$ cat src/rtl/tstx_pkg.sv
package tstx_pkg;

    localparam int XING_W    = 12;
    localparam int EVENT_W   = 32;
    localparam int TTYPE_W   = 8;
    localparam int XFRAME_W  = XING_W + EVENT_W;
    localparam int QUEUE_DEPTH = 4;
    localparam int MIN_GAP   = 2;

    typedef enum logic [1:0] {
        LS_IDLE,
        LS_SYNC,
        LS_SHIFT,
        LS_GAP
    } link_state_e;

    typedef struct packed {
        logic [XING_W-1:0]  xing;
        logic [EVENT_W-1:0] event_id;
    } xing_word_t;

    function automatic logic [XFRAME_W-1:0] pack_xing(input logic [XING_W-1:0] x,
                                                       input logic [EVENT_W-1:0] e);
        xing_word_t w;
        w.xing     = x;
        w.event_id = e;
        return w;
    endfunction

endpackage

$ cat src/rtl/tstx_queue.sv
module tstx_queue #(
    parameter int W     = 8,
    parameter int DEPTH = 4
) (
    input  logic         clk,
    input  logic         rst,
    input  logic         push,
    input  logic [W-1:0] din,
    input  logic         pop,
    output logic [W-1:0] dout,
    output logic         empty,
    output logic         full
);
    localparam int AW = (DEPTH > 1) ? $clog2(DEPTH) : 1;
    localparam int CW = $clog2(DEPTH + 1);

    logic [W-1:0]  mem [DEPTH];
    logic [AW-1:0] wp, rp;
    logic [CW-1:0] cnt;
    logic          do_push, do_pop;

    assign empty   = (cnt == '0);
    assign full    = (cnt == CW'(DEPTH));
    assign do_push = push && !full;
    assign do_pop  = pop && !empty;
    assign dout    = mem[rp];

    always_ff @(posedge clk) begin
        if (do_push) mem[wp] <= din;
    end

    always_ff @(posedge clk) begin
        if (rst) begin
            wp  <= '0;
            rp  <= '0;
            cnt <= '0;
        end else begin
            if (do_push) wp <= (wp == AW'(DEPTH - 1)) ? '0 : wp + 1'b1;
            if (do_pop)  rp <= (rp == AW'(DEPTH - 1)) ? '0 : rp + 1'b1;
            cnt <= cnt + CW'(do_push) - CW'(do_pop);
        end
    end

endmodule

$ cat src/rtl/tstx_link.sv
module tstx_link
    import tstx_pkg::*;
#(
    parameter int W     = 8,
    parameter int DEPTH = 4,
    parameter int GAP   = 2
) (
    input  logic         clk,
    input  logic         rst,
    input  logic         load,
    input  logic [W-1:0] word,
    output logic         busy,
    output logic         fsync,
    output logic         sdata
);
    localparam int CW = (W > 1) ? $clog2(W) : 1;
    localparam int GW = (GAP > 1) ? $clog2(GAP) : 1;

    logic [W-1:0]  head;
    logic          empty;
    logic          pop;
    link_state_e   st;
    logic [W-1:0]  sh;
    logic [CW-1:0] bcnt;
    logic [GW-1:0] gcnt;
    logic          gap_done;
    logic          may_launch;

    tstx_queue #(.W(W), .DEPTH(DEPTH)) u_queue (
        .clk   (clk),
        .rst   (rst),
        .push  (load),
        .din   (word),
        .pop   (pop),
        .dout  (head),
        .empty (empty),
        .full  (busy)
    );

    assign gap_done   = (st == LS_GAP) && (gcnt == GW'(GAP - 1));
    assign may_launch = (st == LS_IDLE) || gap_done;
    assign pop        = may_launch && !empty;

    assign fsync = (st == LS_SYNC);
    assign sdata = (st == LS_SHIFT) && sh[W-1];

    always_ff @(posedge clk) begin
        if (rst) begin
            st   <= LS_IDLE;
            sh   <= '0;
            bcnt <= '0;
            gcnt <= '0;
        end else begin
            case (st)
                LS_IDLE: begin
                    if (pop) begin
                        st <= LS_SYNC;
                        sh <= head;
                    end
                end
                LS_SYNC: begin
                    st   <= LS_SHIFT;
                    bcnt <= '0;
                end
                LS_SHIFT: begin
                    sh   <= sh << 1;
                    bcnt <= bcnt + 1'b1;
                    if (bcnt == CW'(W - 1)) begin
                        st   <= LS_GAP;
                        gcnt <= '0;
                    end
                end
                default: begin
                    gcnt <= gcnt + 1'b1;
                    if (gap_done) begin
                        if (pop) begin
                            st <= LS_SYNC;
                            sh <= head;
                        end else begin
                            st <= LS_IDLE;
                        end
                    end
                end
            endcase
        end
    end

endmodule

$ cat src/rtl/trig_serial_tx.sv
module trig_serial_tx
    import tstx_pkg::*;
(
    input  logic               clk,
    input  logic               rst,
    input  logic               xing_load,
    input  logic [XING_W-1:0]  xing_num,
    input  logic [EVENT_W-1:0] event_num,
    output logic               xing_busy,
    input  logic               ttype_load,
    input  logic [TTYPE_W-1:0] ttype_val,
    output logic               ttype_busy,
    output logic               xing_fsync,
    output logic               xing_sdata,
    output logic               ttype_fsync,
    output logic               ttype_sdata
);
    logic [XFRAME_W-1:0] xing_word;

    assign xing_word = pack_xing(xing_num, event_num);

    tstx_link #(.W(XFRAME_W), .DEPTH(QUEUE_DEPTH), .GAP(MIN_GAP)) u_xing_link (
        .clk   (clk),
        .rst   (rst),
        .load  (xing_load),
        .word  (xing_word),
        .busy  (xing_busy),
        .fsync (xing_fsync),
        .sdata (xing_sdata)
    );

    tstx_link #(.W(TTYPE_W), .DEPTH(QUEUE_DEPTH), .GAP(MIN_GAP)) u_ttype_link (
        .clk   (clk),
        .rst   (rst),
        .load  (ttype_load),
        .word  (ttype_val),
        .busy  (ttype_busy),
        .fsync (ttype_fsync),
        .sdata (ttype_sdata)
    );

endmodule

$ cat config.mk
export PLATFORM = sky130hd
export DESIGN_NAME = trig_serial_tx
export DESIGN_NICKNAME = d
export VERILOG_FILES = /design/src/rtl/tstx_pkg.sv /design/src/rtl/tstx_queue.sv /design/src/rtl/tstx_link.sv /design/src/rtl/trig_serial_tx.sv
export SDC_FILE = /design/constraint.sdc
export NUM_CORES = 1
export LEC_CHECK = 0
export BUFFER_PORTS_ARGS = -buffer_cell sky130_fd_sc_hd__buf_2
export CAP_MARGIN = 25
export CORE_MARGIN = 5
export CORE_UTILIZATION = 30
export DETAILED_ROUTE_END_ITERATION = 12
export HOLD_SLACK_MARGIN = 0.15
export PLACE_DENSITY = 0.45
export SLEW_MARGIN = 25
export SYNTH_ARGS = -nofsm -noshare
export SYNTH_HDL_FRONTEND = slang
export SYNTH_HIERARCHICAL = 1
export SYNTH_SLANG_ARGS = --single-unit
export TNS_END_PERCENT = 10
$ cat constraint.sdc
create_clock -name clk -period 2.9 [get_ports clk]
set_input_delay 0.725 -clock clk [delete_from_list [all_inputs] [get_ports clk]]
set_output_delay 0.725 -clock clk [all_outputs]
set_load 0.005 [all_outputs]
Word-level counts from Yosys, hierarchy flattened --
Memories as Yosys holds them, arrays and structs flattened. A register that Yosys moved wholly into a read port is not among the register bits. Index checks and enable logic that the tools add are counted.
Storage, ports and cells: register bits 81, RAM bits 208, input bits 56, logic and storage cells 118, memories 2
Memory list:
- u_xing_link.u_queue.mem | words 4, bits a word 44, rd ports 1, clocked after memory_dff 1, wr ports 1, RTL line tstx_queue.sv:17 | logic [W-1:0] mem [DEPTH];
- u_ttype_link.u_queue.mem | words 4, bits a word 8, rd ports 1, clocked after memory_dff 1, wr ports 1, RTL line tstx_queue.sv:17
Operators by class: add/subtract/negate cells 12, equality and inequality tests 18, multiplexer cells 34, bitwise operators 4, reductions and logical operators 34
Operator list (count):
- 44-bit one-hot mux with 3 select lines | 1
- 44-bit two-way mux | 2
- 2-bit two-way mux | 14
- 8-bit one-hot mux with 3 select lines | 1
- 2-bit equality test, second input constant | 8
- 8-bit two-way mux | 2
- 2-bit one-hot mux with 3 select lines | 2
- 6-bit one-hot mux with 2 select lines | 1
- 1-bit logical AND | 10
- 3-bit equality test, second input constant | 3
- 2-bit by 1-bit adder with 2-bit output, second input constant | 4
- 1-bit two-way mux | 8
- 2-bit != test, second input constant | 4
- 2-bit AND reduction | 4
- 4-bit nonzero test | 2
- 3-bit by 1-bit adder with 3-bit output | 2
- 6-bit by 1-bit adder with 6-bit output, second input constant | 1
- 6-bit equality test, second input constant | 1
- 3-bit logical NOT | 2
- 3-bit one-hot mux with 2 select lines | 1
- 3-bit AND reduction | 2
- 3-bit nonzero test | 2
- 3-bit by 1-bit subtractor with 3-bit output | 2
- 2-bit by 1-bit equality test with 1-bit output, second input constant | 2
- 9 further kinds | 21

Logic depth before layout (Yosys ltp) --
depth after elaboration 7, gate-level depth with buffers 14, mapped depth without buffers 14

By module --
The synthesis kept the hierarchy.
Modules (own cells, without submodules):
- tstx_queue at u_xing_link.u_queue | times used 1, cells each 280, area an instance 6821.5 um2, sequential area each 5465.2 um2
- tstx_link at u_xing_link | times used 1, cells each 264, area an instance 2562.5 um2, sequential area each 1061.0 um2
- tstx_queue at u_ttype_link.u_queue | times used 1, cells each 93, area an instance 1637.8 um2, sequential area each 1141.1 um2
- tstx_link at u_ttype_link | times used 1, cells each 94, area an instance 839.6 um2, sequential area each 280.3 um2

Least setup slack after synthesis --
No wires, ideal clock.
path type register -> register, start point register u_xing_link.st[0], end point register u_xing_link.u_queue.cnt[2], library setup time 115 ps, arrival 2382 ps, slack 404 ps, cell stages (with the launch flop) 14, path buffers 0, cells stage by stage dfxtp_1 > inv_1 > ha_1 > a21oi_1 > nor2_1 > o31ai_1 > inv_1 > ha_1 > inv_1 > ha_1 > fa_1 > xnor2_1 > xnor2_1 > nor2_1
Between the ends: cells in the longest elaborated chain, start to end 6, elaborated cells on any way between the ends 7, classes of those cells add/sub (1); eq/ne (1); reduce/logical (5)
RTL lines:
- from (decl) | RTL line tstx_link.sv:22 | link_state_e st;
- from (signal assigned) | RTL line tstx_link.sv:49 | st <= LS_IDLE;
- from (signal assigned) | RTL line tstx_link.sv:57 | st <= LS_SYNC;
- from (signal assigned) | RTL line tstx_link.sv:62 | st <= LS_SHIFT;
- 2-bit equality test | RTL line tstx_link.sv:40 | assign gap_done = (st == LS_GAP) && (gcnt == GW'(GAP - 1));
- 1-bit logical AND | RTL line tstx_link.sv:40
- 1-bit logical OR (*) | RTL line tstx_link.sv:41 | assign may_launch = (st == LS_IDLE) || gap_done;
- 1-bit logical AND (*) | RTL line tstx_link.sv:42 | assign pop = may_launch && !empty;
- via u_xing_link.pop | RTL line tstx_link.sv:21 | logic pop;
- 1-bit logical AND (*) | RTL line tstx_queue.sv:25 | assign do_pop = pop && !empty;
- 3-bit by 1-bit subtractor with 3-bit output (*) | RTL line tstx_queue.sv:40 | cnt <= cnt + CW'(do_push) - CW'(do_pop);
- to (signal assigned) | RTL line tstx_queue.sv:40
- to (decl) | RTL line tstx_queue.sv:19 | logic [CW-1:0] cnt;
The timed path passes the listed nets; every way through them passes the cells marked *. A chain may end at the register's enable or synchronous reset.

Worst setup path after layout --
start point register u_ttype_link.st[0], end point output ttype_sdata
Between the ends: cells in the longest elaborated chain, start to end 2
RTL lines:
- from (decl) | RTL line tstx_link.sv:22
- from (signal assigned) | RTL line tstx_link.sv:49
- from (signal assigned) | RTL line tstx_link.sv:57
- from (signal assigned) | RTL line tstx_link.sv:62
- 2-bit equality test | RTL line tstx_link.sv:45 | assign sdata = (st == LS_SHIFT) && sh[W-1];
- 1-bit logical AND | RTL line tstx_link.sv:45
- to (decl) | RTL line trig_serial_tx.sv:16 | output logic ttype_sdata
Every way passes these cells.

==> impl_metrics.env <==
export IMPL_io_pin_count=62
export IMPL_drv_cap=0
export IMPL_yosys_warnings=6
export IMPL_wl_met2_mm=11.1
export IMPL_worstPathRequired_ns=2.17
export IMPL_port_buffers=61
export IMPL_dr_wl_met3_mm=1.04
export IMPL_top_layer_used="met4"
export IMPL_p_leak_nw=4.67
export IMPL_syn_nets=816
export IMPL_irDropWorstVdd_v=0.000554
export IMPL_fp_dieW_um=209
export IMPL_gp_congestion=0.699
export IMPL_wirelength_mm=24.3
export IMPL_stdcell_count=1344
export IMPL_hold_ws_ns=0.430
export IMPL_antenna_left=0
export IMPL_numCtsBuffers=34
export IMPL_r2r_end="u_xing_link/u_queue/cnt[2]$_SDFF_PP0_"
export IMPL_mostFrequentLayoutCells="edfxtp_1, dfxtp_1, buf_2"
export IMPL_core_sq_mm=0.0389
export IMPL_tritoncts="yes"
export IMPL_hold_class="in -> reg"
export IMPL_min_period_over_period=0.904
export IMPL_clk_latency_ns=0.51
export IMPL_slew_viol_final=0
export IMPL_antenna_found_initial=3
export IMPL_period_minus_slack_ns=2.62
export IMPL_start_util=0.305
export IMPL_hold_buffers=0
export IMPL_dpl_cell_count=1280
export IMPL_synthDistinctLibCells=48
export IMPL_cts_root_buffer_cell="clkbuf_16"
export IMPL_grt_pass1_vias=6536
export IMPL_grt_pass1_wl_mm=38.0
export IMPL_die_area_sq_mm=0.0436
export IMPL_die_y_um=209
export IMPL_synth_cells=731
export IMPL_path_clk_slew_ns=0.06
export IMPL_synth_top_flop_cell="edfxtp_1"
export IMPL_drt_first_pass_iters=6
export IMPL_utilization=0.359
export IMPL_drc=0
export IMPL_gr_total_overflow=0
export IMPL_post_drt_via_cell_ratio=4.70
export IMPL_run_status="completed"
export IMPL_hold_depth=1
export IMPL_rows=72
export IMPL_hp_start="event_num[20]"
export IMPL_cp_arrival_ns=1.90
export IMPL_drive_gt1_frac=0.251
export IMPL_hpwl_mm=14.0
export IMPL_start_kind="flop"
export IMPL_vias=6322
export IMPL_async_reset_ff_frac=0
export IMPL_rsz0062_at_grt="false"
export IMPL_wire_per_inst_um=18.1
export IMPL_min_to="u_xing_link/u_queue/mem[1][20]$_DFFE_PP_"
export IMPL_drt_iter0_drc=294
export IMPL_p_per_area_mw_per_mm2=994
export IMPL_setup_violations=0
export IMPL_grtUsageTotal=0.110
export IMPL_finClkSkew_ns=0.0176
export IMPL_cp_max_fo=19
export IMPL_grt_start_max_net_pins=58
export IMPL_hold_viol=0
export IMPL_syn_area_sq_mm=0.0119
export IMPL_rr_worst_depth=13
export IMPL_worstSetupEndpointType="primary output"
export IMPL_tightestPinTransition_ns=0.720
export IMPL_cts_sinks=293
export IMPL_final_common_cell="edfxtp_1"
export IMPL_cts_path_max_buffers=3
export IMPL_synth_seq_area_share=0.670
export IMPL_fmax_mhz=381
export IMPL_r2r_start="u_xing_link/st[0]$_SDFFE_PP0P_"
export IMPL_area_delta_synth_final_pct=17.8
export IMPL_htree_levels=2
export IMPL_place_ws_ns=0.186
export IMPL_drt_met1_wl_mm=11.8
export IMPL_synth_edf_count=208
export IMPL_rrSetupSlack_ns=0.29
export IMPL_max_slew_margin=0.520
export IMPL_ys_ff_latch=293
export IMPL_avgSynthCellArea_sq_um=16.2
export IMPL_worstSetupPathType="reg -> out"
export IMPL_nets=883
export IMPL_setup_tns_ns=0
export IMPL_postLayoutSetupSlackWorst_ns=0.277
[Yosys cell counts, drive strengths merged (9+ instances only)]
master  instances  share of area
edfxtp        208           0.53
dfxtp          85           0.14
a21oi          59          0.025
mux4           52          0.099
mux2i          48          0.041
a311oi         44          0.032
ha             27          0.028
buf            26          0.013
clkbuf         24         0.0076
inv            24         0.0076
nor2           15         0.0047
nor3           14         0.0059
and3            9         0.0052
nand2           9         0.0028
[report_power, final]
group	internal [mW]	switching (mW)
Clock	2.65	1.65
Combinational	1.83	2.25
Sequential	5.17	0.343
[layer usage]
metal,vias to the layer above,global-route usage
li1,3049,-
met1,3141,0.155
met2,97,0.170
met3,35,0.0258
met4,0,0.0293
met5,-,0
[area by class of cell]
type / count / area, sq um
fillers: 3749 / 24900
flip-flops and latches: 293 / 7950
multi-input cells: 364 / 3600
clock buffers: 49 / 948
well taps: 518 / 648
repair buffers: 81 / 556
clock inverters: 13 / 179
inverters: 24 / 90.1
diodes: 2 / 5.00
[registers in the layout, indices dropped and copies added, names as in the netlist, 3 cells and up, named ones only]
| register | flops |
|---|---|
| u_xing_link/u_queue/mem | 176 |
| u_xing_link/sh | 44 |
| u_ttype_link/u_queue/mem | 32 |
| u_ttype_link/sh | 8 |
| u_xing_link/bcnt | 6 |
| u_ttype_link/bcnt | 3 |
| u_ttype_link/u_queue/cnt | 3 |
| u_xing_link/u_queue/cnt | 3 |
[critical path, cell delays in order, from the launching register on]
cell     delay [ns]
dfxtp_1        0.35
inv_1          0.10
ha_1           0.62
and2_1         0.21
buf_2          0.11
[metrics by stage]
step | area (sq um) | total power, mW
after floorplan | 11900 | 8.73
after global placement | 12800 | 9.71
after detailed placement | 12800 | 9.74
after CTS | 14000 | 14.1
after global routing | 14000 | 14.8
final | 14000 | 13.9
[how the worst max path moves through the flow]
stage                                    startpoint                                      to  slack [ns]
floorplan            u_xing_link/st[0]$_SDFFE_PP0P_   u_xing_link/u_queue/cnt[2]$_SDFF_PP0_        0.40
global placement     u_xing_link/st[0]$_SDFFE_PP0P_   u_xing_link/u_queue/cnt[2]$_SDFF_PP0_        0.22
detailed placement   u_xing_link/st[0]$_SDFFE_PP0P_   u_xing_link/u_queue/cnt[2]$_SDFF_PP0_        0.19
CTS                  u_xing_link/st[0]$_SDFFE_PP0P_   u_xing_link/u_queue/cnt[2]$_SDFF_PP0_        0.18
global route        u_ttype_link/st[0]$_SDFFE_PP0P_  u_ttype_link/u_queue/cnt[2]$_SDFF_PP0_        0.06
finish              u_ttype_link/st[0]$_SDFFE_PP0P_                             ttype_sdata        0.28
[kinds of logic (layout without fill, tap and decap cells)]
kind of cell               Yosys count  count (layout)  share of synthesized area
AOI/OAI and AO/OA                  134             134                     0.0784
xor gates and xnor gates             7               7                    0.00517
adders and majority gates           29              29                     0.0319
buffers and inverters               74             167                     0.0286
DFF                                293             293                      0.670
muxes                              107             107                      0.146
other                                0               2                          0
and+or+nand+nor                     87              87                     0.0401
[repair_timing]
action / in CTS / in global routing
resized for setup: 0 / 3
setup endpoints to repair: 0 / 2
buffers inserted: 0 / 0
Note: power is estimated with default switching activity, not from simulation.
